### src/rtl/dbmsg_pkg.sv
package dbmsg_pkg;
  localparam int MSG_W       = 32;
  localparam int TYPE_LSB    = 27;
  localparam int TYPE_W      = 5;
  localparam int BCAST_BIT   = 26;
  localparam int EMB_TAG_LSB = 0;
  localparam int EMB_TAG_W   = 14;
  localparam int SRV_TAG_LSB = 14;
  localparam int SRV_TAG_W   = 12;

  localparam logic [TYPE_W-1:0] T_DOORBELL = 5'd0;
  localparam logic [TYPE_W-1:0] T_CRITICAL = 5'd1;
  localparam logic [TYPE_W-1:0] T_SERVER   = 5'd5;

  typedef enum logic [1:0] {
    CLS_NONE = 2'd0,
    CLS_DB   = 2'd1,
    CLS_CRIT = 2'd2,
    CLS_HYP  = 2'd3
  } db_cls_e;
endpackage

### src/rtl/dbmsg_decode.sv
module dbmsg_decode
  import dbmsg_pkg::*;
#(
  parameter int PID_W = 14
) (
  input  logic [MSG_W-1:0] msg_i,
  input  logic             srv_mode_i,
  output db_cls_e          cls_o,
  output logic             bcast_o,
  output logic [PID_W-1:0] tag_o
);
  logic [TYPE_W-1:0] msg_type;

  assign msg_type = msg_i[TYPE_LSB +: TYPE_W];

  always_comb begin
    cls_o = CLS_NONE;
    if (srv_mode_i) begin
      if (msg_type == T_SERVER) cls_o = CLS_HYP;
    end else begin
      case (msg_type)
        T_DOORBELL: cls_o = CLS_DB;
        T_CRITICAL: cls_o = CLS_CRIT;
        default:    cls_o = CLS_NONE;
      endcase
    end
  end

  always_comb begin
    if (srv_mode_i) begin
      bcast_o = 1'b0;
      tag_o   = PID_W'(msg_i[SRV_TAG_LSB +: SRV_TAG_W]);
    end else begin
      bcast_o = msg_i[BCAST_BIT];
      tag_o   = PID_W'(msg_i[EMB_TAG_LSB +: EMB_TAG_W]);
    end
  end
endmodule

### src/rtl/dbmsg_target.sv
module dbmsg_target #(
  parameter int NUM_CORES = 4,
  parameter int PID_W     = 14
) (
  input  logic [NUM_CORES*PID_W-1:0] core_pid_i,
  input  logic [PID_W-1:0]           tag_i,
  input  logic                       bcast_i,
  output logic [NUM_CORES-1:0]       hit_o
);
  for (genvar g = 0; g < NUM_CORES; g++) begin : g_match
    assign hit_o[g] = bcast_i || (core_pid_i[g*PID_W +: PID_W] == tag_i);
  end
endmodule

### src/rtl/dbmsg_pend_bank.sv
module dbmsg_pend_bank #(
  parameter int NUM_CORES = 4
) (
  input  logic                 clk,
  input  logic                 rst_n,
  input  logic [NUM_CORES-1:0] set_db_i,
  input  logic [NUM_CORES-1:0] set_crit_i,
  input  logic [NUM_CORES-1:0] set_hyp_i,
  input  logic [NUM_CORES-1:0] clr_db_i,
  input  logic [NUM_CORES-1:0] clr_crit_i,
  input  logic [NUM_CORES-1:0] clr_hyp_i,
  output logic [NUM_CORES-1:0] db_q,
  output logic [NUM_CORES-1:0] crit_q,
  output logic [NUM_CORES-1:0] hyp_q,
  output logic [NUM_CORES-1:0] irq_q
);
  logic [NUM_CORES-1:0] db_d, crit_d, hyp_d, irq_d;
  logic                 pend_en;

  always_comb begin
    db_d    = (db_q   & ~clr_db_i)   | set_db_i;
    crit_d  = (crit_q & ~clr_crit_i) | set_crit_i;
    hyp_d   = (hyp_q  & ~clr_hyp_i)  | set_hyp_i;
    irq_d   = set_db_i | set_crit_i | set_hyp_i;
    pend_en = |{set_db_i, set_crit_i, set_hyp_i, clr_db_i, clr_crit_i, clr_hyp_i};
  end

  always_ff @(posedge clk or negedge rst_n) begin
    if (!rst_n) begin
      db_q   <= '0;
      crit_q <= '0;
      hyp_q  <= '0;
    end else if (pend_en) begin
      db_q   <= db_d;
      crit_q <= crit_d;
      hyp_q  <= hyp_d;
    end
  end

  always_ff @(posedge clk or negedge rst_n) begin
    if (!rst_n) irq_q <= '0;
    else        irq_q <= irq_d;
  end

  for (genvar g = 0; g < NUM_CORES; g++) begin : g_chk
    assert_set_wins_R11: assert property (@(posedge clk) disable iff (!rst_n)
      (set_db_i[g] || set_crit_i[g] || set_hyp_i[g]) |=>
        ((db_q[g] || !$past(set_db_i[g])) && (crit_q[g] || !$past(set_crit_i[g]))
         && (hyp_q[g] || !$past(set_hyp_i[g]))));
    assert_irq_has_pending_R7: assert property (@(posedge clk) disable iff (!rst_n)
      irq_q[g] |-> (db_q[g] || crit_q[g] || hyp_q[g]));
  end
endmodule

### src/rtl/doorbell_msg_unit.sv
module doorbell_msg_unit
  import dbmsg_pkg::*;
#(
  parameter int NUM_CORES  = 4,
  parameter int PID_W      = 14,
  localparam int CORE_IDX_W = (NUM_CORES > 1) ? $clog2(NUM_CORES) : 1
) (
  input  logic                       clk,
  input  logic                       rst_n,
  input  logic [MSG_W-1:0]           msg_i,
  input  logic                       send_i,
  input  logic                       clr_i,
  input  logic [CORE_IDX_W-1:0]      src_core_i,
  input  logic                       srv_mode_i,
  input  logic [NUM_CORES*PID_W-1:0] core_pid_i,
  output logic [NUM_CORES-1:0]       db_pend_o,
  output logic [NUM_CORES-1:0]       crit_pend_o,
  output logic [NUM_CORES-1:0]       hyp_pend_o,
  output logic [NUM_CORES-1:0]       irq_o
);
  logic [1:0] rst_pipe;
  logic       rst_sync_n;

  always_ff @(posedge clk or negedge rst_n) begin
    if (!rst_n) rst_pipe <= '0;
    else        rst_pipe <= {rst_pipe[0], 1'b1};
  end
  assign rst_sync_n = rst_pipe[1];

  db_cls_e              cls;
  logic                 bcast;
  logic [PID_W-1:0]     tag;
  logic [NUM_CORES-1:0] hit;
  logic [NUM_CORES-1:0] send_mask, clr_mask;
  logic [NUM_CORES-1:0] set_db, set_crit, set_hyp, clr_db, clr_crit, clr_hyp;

  dbmsg_decode #(.PID_W(PID_W)) u_decode (
    .msg_i      (msg_i),
    .srv_mode_i (srv_mode_i),
    .cls_o      (cls),
    .bcast_o    (bcast),
    .tag_o      (tag)
  );

  dbmsg_target #(.NUM_CORES(NUM_CORES), .PID_W(PID_W)) u_target (
    .core_pid_i (core_pid_i),
    .tag_i      (tag),
    .bcast_i    (bcast),
    .hit_o      (hit)
  );

  always_comb begin
    send_mask = send_i ? hit : '0;
    clr_mask  = clr_i ? (NUM_CORES'(1) << src_core_i) : '0;
    set_db    = (cls == CLS_DB)   ? send_mask : '0;
    set_crit  = (cls == CLS_CRIT) ? send_mask : '0;
    set_hyp   = (cls == CLS_HYP)  ? send_mask : '0;
    clr_db    = (cls == CLS_DB)   ? clr_mask  : '0;
    clr_crit  = (cls == CLS_CRIT) ? clr_mask  : '0;
    clr_hyp   = (cls == CLS_HYP)  ? clr_mask  : '0;
  end

  dbmsg_pend_bank #(.NUM_CORES(NUM_CORES)) u_bank (
    .clk        (clk),
    .rst_n      (rst_sync_n),
    .set_db_i   (set_db),
    .set_crit_i (set_crit),
    .set_hyp_i  (set_hyp),
    .clr_db_i   (clr_db),
    .clr_crit_i (clr_crit),
    .clr_hyp_i  (clr_hyp),
    .db_q       (db_pend_o),
    .crit_q     (crit_pend_o),
    .hyp_q      (hyp_pend_o),
    .irq_q      (irq_o)
  );

  assert_ignored_type_R4: assert property (@(posedge clk) disable iff (!rst_sync_n)
    (cls == CLS_NONE) |=> (irq_o == '0));

  assert_server_leaves_embedded_R9: assert property (@(posedge clk) disable iff (!rst_sync_n)
    (srv_mode_i && !(clr_i && !srv_mode_i)) |=> ($stable(db_pend_o) && $stable(crit_pend_o)));

  for (genvar g = 0; g < NUM_CORES; g++) begin : g_clr_chk
    assert_clear_issuer_only_R8: assert property (@(posedge clk) disable iff (!rst_sync_n)
      (clr_i && !send_i && (src_core_i != CORE_IDX_W'(g))) |=>
        ($stable(db_pend_o[g]) && $stable(crit_pend_o[g]) && $stable(hyp_pend_o[g])));
  end
endmodule

### config.mk
export PLATFORM = sky130hd
export DESIGN_NAME = doorbell_msg_unit
export DESIGN_NICKNAME = d
export VERILOG_FILES = /design/src/rtl/dbmsg_pkg.sv /design/src/rtl/dbmsg_decode.sv /design/src/rtl/dbmsg_target.sv /design/src/rtl/dbmsg_pend_bank.sv /design/src/rtl/doorbell_msg_unit.sv
export SDC_FILE = /design/constraint.sdc
export NUM_CORES = 1
export LEC_CHECK = 0
export ABC_AREA = 0
export BUFFER_PORTS_ARGS = -buffer_cell sky130_fd_sc_hd__buf_4
export CORE_UTILIZATION = 45
export CTS_CLUSTER_DIAMETER = 200
export DETAILED_ROUTE_END_ITERATION = 6
export GPL_ROUTABILITY_DRIVEN = 0
export GPL_TIMING_DRIVEN = 0
export PLACE_DENSITY = 0.85
export SYNTH_ARGS = -nofsm -noshare
export SYNTH_HDL_FRONTEND = slang
export SYNTH_HIERARCHICAL = 1
export SYNTH_SLANG_ARGS = --single-unit
### constraint.sdc
create_clock -name clk -period 1.3 [get_ports clk]
set_input_delay 0.065 -clock clk [delete_from_list [all_inputs] [get_ports clk]]
set_output_delay 0.065 -clock clk [all_outputs]
set_load 0.01 [all_outputs]
==> results_dict.tcl, run 1 <==
set metrics [dict create \
    status "finished, violations left" \
    failed_checks "negative setup slack" \
    die_h_microns 61.96 \
    grt_setup_unrepaired "yes" \
    synth-compound-area-share_pct 8.507 \
    core_region_area_sq_um 3390 \
    antenna_cells 0 \
    r2r_end "u_bank/db_q[3]" \
    path_depth 10 \
    io_pins 111 \
    min_period_ps 1524 \
    drtPass1Iterations 4 \
    synthXorXnorAreaFrac_pct 30.86 \
    dieArea_sq_um 3839 \
    cts_buffers 3 \
    synth_top_family_by_area "XOR/XNOR gates" \
    period_share_pct 117.2 \
    stdcell_area_sq_um 2867 \
    slew_violations 0 \
    critical_path_buf_inv_count 2 \
    antenna_found_initial 0 \
    detailed_place_hpwl_microns 3980 \
    hold_viol 0 \
    dpl.cell_count 339 \
    vias 1731 \
    cts_tree "done" \
    setup.worst_path.end "u_bank/irq_q[2]" \
    place_area_sq_um 2510 \
    vias_per_cell 5.017 \
    crit_start "srv_mode_i" \
    path_max_fanout 5 \
    nFillCells 185 \
    synth_seq_cells 18 \
    crit_slowest_cell "or3_1" \
    yosys_warnings 6 \
    reg2reg_depth 1 \
    end_kind "flop" \
    initial_core_util_pct 47.73 \
    fin_util_pct 84.57 \
    crit_family "simple AND/OR/NAND/NOR gates" \
    clk_latency_ps 290 \
    final_cells 345 \
    cellPowerDensity_nw_per_um2 625.5 \
    track_usage_pct 27.78 \
    worstMarginPinSlew_ps 631.5 \
    synth.distinct_cells 25 \
    setup_viol 16 \
    seq_area_frac_synth_pct 27.84 \
    final_antenna_net_count 0 \
    holdWs_ps 69.54 \
    crit_type "in -> reg" \
    tns_ps -2014 \
    maxCapViolCount 0 \
    clk_path_buf_depth 2 \
    synth_area_sq_um 1618 \
    clockRootBuffer "clkbuf_4" \
    layout-drive-gt1-share_pct 58.19 \
    synth_nets 279 \
    p_leak_uw 0.001413 \
    synthSimpleGateAreaFrac_pct 19.26 \
    drc 0 \
    synthAdderAreaFrac_pct 0 \
    layout_common_cells "110 x buf_4, 25 x xor2_1, 18 x nor2_1, 18 x dfrtp_1" \
    wl_per_cell_microns 15.85 \
    avgSynthCellArea_sq_um 8.792 \
    die_w_microns 61.96 \
    setup.worst_path.start_class "input pin" \
    multi_input_area_sq_um 1348 \
    cp_cell_sequence "buf_12, buf_8, mux2_4, xnor2_1, nand4_1, nor3_2, a31o_1, nand2_2, nor2_2, or3_1" \
    regToRegStartpoint "u_bank/db_q[3]" \
    synth_cells 184 \
    slew-limit-headroom_pct 57.90 \
    seq_area_sq_um 450.4 \
    cp_data_arrival_time_ps 1700 \
    muxShareOfSynthArea_pct 8.353 \
    cp.required_ps 1480 \
    grt_pass1_wl_microns 7672 \
    setup_ws_ps -224.2 \
    layout.nets 395 \
    r2r_slack_ps 610 \
    path_clk_slew_ps 100 \
    io_buffers 109 \
    fp-row-count 21 \
    grt_pass1_vias 1729 \
    hold_class "in -> async" \
    timing.fmax_mhz 656.1 \
    area_delta_synth_final_pct 77.18 \
    grt_start_max_net_pins 17 \
    fin_worst_skew_ps 2.232 \
    cts.sinks 18 \
    max-vdd-ir-drop_mv 0.6996 \
    cpPeakStageDelay_ps 370 \
    h-tree-depth 1 \
    wl_microns 5468 \
    gr-total-overflow 0 \
    layout_commonest_cell "buf_4" \
    first_iter_violations 76 \
]
[per-layer routing]
layer | share of wire (%) | track usage (%)
met1 | 39 | 31.21
met2 | 52 | 51.98
met3 | 6.8 | 6.211
met4 | 2.2 | 7.937
met5 | 0 | 0
[cell families after synthesis]
kind of cell           Yosys count
flip-flops                      18
XOR/XNOR                        57
buffers and inverters           17
AO/OA/AOI/OAI                   17
multiplexers                    12
AND/OR/NAND/NOR                 62
other                            1
[cells in the mapped netlist (all sizes together)]
cell,n,area share (%)
or3,5,1.9
nand2b,2,0.77
clkbuf,3,0.77
nor4,8,3.1
nand3,2,0.62
inv,12,2.8
nand4,4,1.5
nand2,5,1.2
or3b,1,0.54
dfrtp,18,28
a21o,12,5.9
mux2,12,8.4
nand3b,2,0.93
and3,1,0.39
a21boi,1,0.46
nor2b,3,1.2
xnor2,17,9.2
nor2,24,5.6
xor2,40,22
a31o,4,2.2
conb,1,0.23
nor3,5,1.5
buf,2,1.4
[final cells by class]
class	count	area share (%)
Buffer	3	1.353
Clock buffer	4	1.266
Inverter	12	1.571
Multi-Input combinational cell	149	47.01
Sequential cell	18	15.71
Tap cell	46	2.008
Timing Repair Buffer	113	31.08
[sequential cells by signal, summed over array words and instances, names as in the netlist]
register,flops
u_bank/irq_q,4
u_bank/db_q,4
u_bank/hyp_q,4
rst_pipe,2
u_bank/crit_q,4
[report_power, final]
| part | leakage, uW | switching, uW | internal, uW |
|---|---|---|---|
| sequential | 0.000242 | 30.7 | 600 |
| clock | 0.0000210 | 168 | 171 |
| combinational | 0.00115 | 343 | 480 |
[stage by stage]
stage / setup slack (ps) / total power (uW)
after floorplan: -441.9 / 971.7
after global placement: -639.4 / 1306
after detailed placement: -655.5 / 1321
after CTS: -236.0 / 1744
after global routing: -263.9 / 1891
final: -224.2 / 1793
[worst min path at each step]
stage / from / to / slack (ps)
2_1_floorplan: rst_n / rst_pipe[0] / -230
3_5_place_dp: rst_n / rst_pipe[1] / -150
4_1_cts: rst_n / rst_pipe[1] / 70
6_report: rst_n / rst_pipe[1] / 70
3_3_place_gp: rst_n / rst_pipe[1] / -150
5_1_grt: rst_n / rst_pipe[0] / 70
[what timing repair did]
item,4_1_cts,5_1_grt
endpoints found under the hold margin,2,0
endpoints found under the setup margin,16,16
hold buffers,1,0
gates cloned,2,0
pin swaps,18,22
gates resized for setup,33,21
buffers inserted,1,0
No activity file was read; power rests on OpenSTA's default activity.
==> run 2, diff against run 1 <==
--- a/config.mk
+++ b/config.mk
@@ -7,12 +7,12 @@
 export LEC_CHECK = 0
 export ABC_AREA = 0
 export BUFFER_PORTS_ARGS = -buffer_cell sky130_fd_sc_hd__buf_4
-export CORE_UTILIZATION = 45
+export CORE_UTILIZATION = 42
 export CTS_CLUSTER_DIAMETER = 200
 export DETAILED_ROUTE_END_ITERATION = 6
 export GPL_ROUTABILITY_DRIVEN = 0
 export GPL_TIMING_DRIVEN = 0
-export PLACE_DENSITY = 0.85
+export PLACE_DENSITY = 0.8
 export SYNTH_ARGS = -nofsm -noshare
 export SYNTH_HDL_FRONTEND = slang
 export SYNTH_HIERARCHICAL = 1
==> constraint.sdc (replaced) <==
create_clock -name clk -period 1.5 [get_ports clk]
set_input_delay 0.075 -clock clk [delete_from_list [all_inputs] [get_ports clk]]
set_output_delay 0.075 -clock clk [all_outputs]
set_load 0.01 [all_outputs]
==> run 2 against run 1 <==
First-iteration DRC count fell by 49%. Die area rose by 6.9%. The run still ends with negative setup slack left. Core utilization fell by 9.3 points. Final cell count rose by 0.58%. Final area fell by 3.2%. Routed wire length fell by 5.0%. Sequential power fell by 13%.
==> results_dict.tcl, run 2 (same netlist as run 1, synthesis figures left out) <==
set metrics [dict create \
    status "finished, violations left" \
    failed_checks "negative setup slack" \
    h-tree-depth 1 \
    holdWs_ps 135.9 \
    pwr-share-seq_pct 34.1 \
    track_usage_pct 26.25 \
    layout-drive-gt1-share_pct 53.85 \
    grt_start_max_net_pins 17 \
    grt_pass1_vias 1753 \
    cp_data_arrival_time_ps 1720 \
    vias_per_cell 4.988 \
    end_kind "flop" \
    core_region_area_sq_um 3689 \
    setup_viol 6 \
    swShare_pct 28.14 \
    antenna_found_initial 0 \
    antenna_cells 0 \
    final_cells 347 \
    wl_met3_microns 303 \
    path_clk_slew_ps 60 \
    dieArea_sq_um 4104 \
    place_area_sq_um 2512 \
    stdcell_area_sq_um 2775 \
    seq_area_sq_um 450.4 \
    crit_type "in -> reg" \
    fp-row-count 22 \
    clk_path_buf_depth 2 \
    cts_buffers 3 \
    maxUsedRoutingLayer "met4" \
    wl_per_cell_microns 14.98 \
    cellPowerDensity_nw_per_um2 578.5 \
    reg2reg_depth 1 \
    slew_violations 0 \
    hold_viol 0 \
    p_int_uw 1154 \
    clk_latency_ps 250 \
    min_period_ps 1593 \
    p_comb_share_pct 41.4 \
    layout_common_cells "111 x buf_4, 39 x xor2_1, 18 x nor2_1, 18 x dfrtp_1" \
    wl_microns 5197 \
    setup_ws_ps -93.25 \
    first_iter_violations 39 \
    vias 1731 \
    cts_tree "done" \
    io_buffers 109 \
    grt_pass1_wl_microns 8155 \
    slew-limit-headroom_pct 57.03 \
    die_h_microns 64.07 \
    layout_commonest_cell "buf_4" \
    cts.sinks 18 \
    io_pins 111 \
    fin_worst_skew_ps 3.155 \
    final_antenna_net_count 0 \
    worstMarginPinSlew_ps 644.5 \
    multi_input_area_sq_um 1247 \
    dpl.cell_count 341 \
    gr-total-overflow 0 \
    drtPass1Iterations 4 \
    period_share_pct 106.2 \
    detailed_place_hpwl_microns 3976 \
    cp.required_ps 1630 \
    area_delta_synth_final_pct 71.54 \
    drc 0 \
    setup.worst_path.start_class "input pin" \
    post-place-ws_ps -445.6 \
    clockRootBuffer "clkbuf_8" \
    met1_length_microns 2110 \
    p_leak_uw 0.001415 \
    path_max_fanout 6 \
    route.met2.wl_microns 2694 \
    max-vdd-ir-drop_mv 0.6030 \
    grt_setup_unrepaired "yes" \
    nFillCells 291 \
    maxCapViolCount 0 \
    clkPwrFrac_pct 24.4 \
    layout.nets 395 \
    hold_class "in -> async" \
    p_switching_uw 451.7 \
    die_w_microns 64.07 \
    timing.fmax_mhz 627.6 \
    initial_core_util_pct 43.86 \
]
run 2: cell types whose count changed in the layout (fill, tap and decap cells not counted), sizes merged:
cell    previous run  this run
clkbuf             5         4
buf              114       115
run 2: worst paths after layout:
| kind | from | endpoint | slack (ps) |
|---|---|---|---|
| setup / recovery | srv_mode_i | u_bank/irq_q[3] | -90 |
| hold / removal | rst_n | rst_pipe[1] | 140 |
| setup reg to reg | u_bank/db_q[3] | u_bank/db_q[3] | 800 |
| hold reg to reg | rst_pipe[1] | u_bank/db_q[0] | 270 |
| max in group asynchronous | rst_pipe[1] | u_bank/irq_q[3] | 820 |
| min in group clk | send_i | u_bank/crit_q[0] | 250 |
run 2: worst max-delay path, stage by stage:
cell and delay [ps]:
buf_12 120, buf_8 140, mux2_4 350, xnor2_2 140
nand4_1 100, nor3_2 60, a31o_1 180, nand2_2 100
nor2_2 60, or3_1 370
run 2: layer usage:
layer / vias to the layer above / global-route usage, %
li1: 840 / -
met1: 821 / 31.35
met2: 62 / 47.21
met3: 8 / 5.357
met4: 0 / 7.102
met5: - / 0
run 2: power groups by stage:
| stage | registers, uW | logic (uW) | clock network (uW) |
|---|---|---|---|
| 2_1_floorplan | 568 | 274 | 0 |
| 6_report | 548 | 665 | 392 |
| 5_1_grt | 555 | 709 | 420 |
| 3_3_place_gp | 557 | 575 | 0 |
| 4_1_cts | 549 | 651 | 400 |
| 3_5_place_dp | 558 | 584 | 0 |
run 2: cell type report:
class                           instances  area share [%]
Inverter                               12           1.623
Clock buffer                            4           1.984
Buffer                                  2           1.262
Multi-Input combinational cell        149           44.95
Tap cell                               48           2.164
Sequential cell                        18           16.23
Timing Repair Buffer                  114           31.79
run 2: timing repair:
action	CTS	global route
hold buffers	1	0
hold endpoints to repair	2	0
endpoints found under the setup margin	14	16
cloned	1	0
gates resized for setup	36	6
setup buffers	3	0
pin swaps	23	15
run 2: per-stage QoR:
step                      utilization [%]  TNS, ps  total power [uW]
after CTS                           74.63   -237.9              1601
final                               75.24   -333.4              1605
after global routing                75.24    -1205              1684
after detailed placement            68.11    -5790              1142
after floorplan                         -    -1781             842.1
after global placement              68.11    -5854              1132
==> run 3, diff against run 2 <==
--- a/config.mk
+++ b/config.mk
@@ -7,12 +7,12 @@
 export LEC_CHECK = 0
 export ABC_AREA = 0
 export BUFFER_PORTS_ARGS = -buffer_cell sky130_fd_sc_hd__buf_4
-export CORE_UTILIZATION = 42
+export CORE_UTILIZATION = 35
 export CTS_CLUSTER_DIAMETER = 200
 export DETAILED_ROUTE_END_ITERATION = 6
 export GPL_ROUTABILITY_DRIVEN = 0
 export GPL_TIMING_DRIVEN = 0
-export PLACE_DENSITY = 0.8
+export PLACE_DENSITY = 0.69
 export SYNTH_ARGS = -nofsm -noshare
 export SYNTH_HDL_FRONTEND = slang
 export SYNTH_HIERARCHICAL = 1
==> constraint.sdc (replaced) <==
create_clock -name clk -period 1.5 [get_ports clk]
set_input_delay 0.15 -clock clk [delete_from_list [all_inputs] [get_ports clk]]
set_output_delay 0.15 -clock clk [all_outputs]
set_load 0.01 [all_outputs]
==> run 3 against run 2 <==
The flow still finishes with violations (negative setup slack). Register-to-register slack is essentially flat. Final area grew 0.63%. Routed wire length shrank 2.2%. Non-clock buffer count shrank 1. Largest cell class unchanged. Critical path type unchanged. Power grew 0.43%. Critical path depth is the same. Clock-buffer cell count is the same. Largest power group unchanged.
==> results_dict.tcl, run 3 (same netlist as run 1, synthesis figures left out) <==
set metrics [dict create \
    grt_pass1_wl_microns 7941 \
    power_uw 1612 \
    clockRootBuffer "clkbuf_8" \
    clk_path_buf_depth 2 \
    track_usage_pct 20.75 \
    die_w_microns 69.99 \
    detailed_place_hpwl_microns 3918 \
    worstMarginPinSlew_ps 633.4 \
    hold_viol 0 \
    cts_tree "done" \
    io_pins 111 \
    path_max_fanout 5 \
    max-vdd-ir-drop_mv 0.5753 \
    maxCapViolCount 0 \
    wl_microns 5085 \
    final_antenna_net_count 0 \
    final_cells 350 \
    layout.nets 394 \
    clk_latency_ps 260 \
    slew_violations 0 \
    gr-total-overflow 0 \
    drtPass1Iterations 4 \
    cts_buffers 3 \
    layout_commonest_cell "buf_4" \
    timing.fmax_mhz 604.6 \
    layout-drive-gt1-share_pct 54.03 \
    min_period_ps 1654 \
    crit_type "in -> reg" \
    layout_common_cells "110 x buf_4, 37 x xor2_1, 18 x dfrtp_1" \
    post-place-ws_ps -537.0 \
    antenna_cells 0 \
    grt_setup_unrepaired "yes" \
    setup_ws_ps -154.1 \
    status "finished, violations left" \
    cts.sinks 18 \
    nFillCells 379 \
    fp-row-count 24 \
    slew-limit-headroom_pct 57.78 \
    cellPowerDensity_nw_per_um2 577.3 \
    vias 1657 \
    period_share_pct 110.3 \
    setup_viol 16 \
    grt_start_max_net_pins 17 \
    dpl.cell_count 345 \
    fin_worst_skew_ps 4.600 \
    cp_cell_sequence "buf_12, buf_8, mux2_4, xnor2_2, nand4_1, nor3_2, a31o_1, nand2_2, nor2_2, or3_1" \
    maxUsedRoutingLayer "met4" \
    h-tree-depth 1 \
    first_iter_violations 66 \
    area_delta_synth_final_pct 72.62 \
    dieArea_sq_um 4898 \
    crit_slowest_cell "or3_1" \
    antenna_found_initial 0 \
    met1_length_microns 2131 \
    cpPeakStageDelay_ps 370 \
    critical_path_buf_inv_count 2 \
    wl_per_cell_microns 14.53 \
    end_kind "flop" \
    drc 0 \
    core_region_area_sq_um 4384 \
    grt_pass1_vias 1696 \
    cp_data_arrival_time_ps 1790 \
    path_clk_slew_ps 70 \
    vias_per_cell 4.734 \
    holdWs_ps 210.7 \
    die_h_microns 69.99 \
    wl_met3_microns 215 \
    crit_family "simple AND/OR/NAND/NOR gates" \
    hold_class "in -> async" \
    io_buffers 109 \
    initial_core_util_pct 36.90 \
    cp.required_ps 1630 \
    failed_checks "negative setup slack" \
    route.met2.wl_microns 2630 \
    p_leak_uw 0.001415 \
    setup.worst_path.start_class "input pin" \
]
## run 3: cell types whose count changed in the layout (fill, tap and decap cells not counted), moves of 2 or more
cell and delta:
xor2_1 -2, xor2_2 +2, nor2_1 -2, nor2_2 +2
## run 3: power breakdown
part / total (uW) / internal, uW / switching, uW
registers: 549 / 521 / 28.0
logic: 666 / 404 / 262
clock network: 397 / 233 / 164
total: 1610 / 1160 / 454
## run 3: layout make-up
cell class / instances / area (sq um) / area share [%]
clock buffers: 4 / 55.05 / 1.971
plain buffers: 2 / 35.03 / 1.254
repair buffers: 113 / 895.9 / 32.08
inverters: 12 / 45.04 / 1.613
multi-input cells: 149 / 1246 / 44.62
flip-flops and latches: 18 / 450.4 / 16.13
well taps: 52 / 65.06 / 2.330
## run 3: stage by stage
stage	utilization (%)	TNS [ps]	instance area (sq um)
floorplan	-	-2981	1634
global placement	57.42	-7445	2517
detailed placement	57.42	-7397	2517
CTS	63.07	-1118	2765
global route	63.70	-2113	2793
finish	63.70	-1219	2793
## run 3: path summary, 6_finish.rpt
check                               start         endpoint  slack [ps]  depth (start not counted)
hold reg to reg               rst_pipe[1]   u_bank/db_q[3]         260                          0
hold / removal                      rst_n      rst_pipe[0]         210                          2
setup reg to reg           u_bank/db_q[3]   u_bank/db_q[3]         810                          1
max in group asynchronous     rst_pipe[1]  u_bank/irq_q[1]         830                          0
setup / recovery               srv_mode_i  u_bank/irq_q[1]        -150                         10
min in group clk                   send_i  u_bank/hyp_q[0]         300                          4
## run 3: per-layer routing
metal / vias up / track usage [%]
met5: - / 0
met3: 10 / 3.752
li1: 834 / -
met2: 54 / 36.97
met4: 0 / 5.333
met1: 759 / 25.66
## run 3: timing repair
action	CTS	global route
resized for setup	33	6
buffers inserted	1	0
pin swaps	24	19
cloned	2	0
hold endpoints to repair	2	0
endpoints found under the setup margin	16	16
hold buffers	1	0
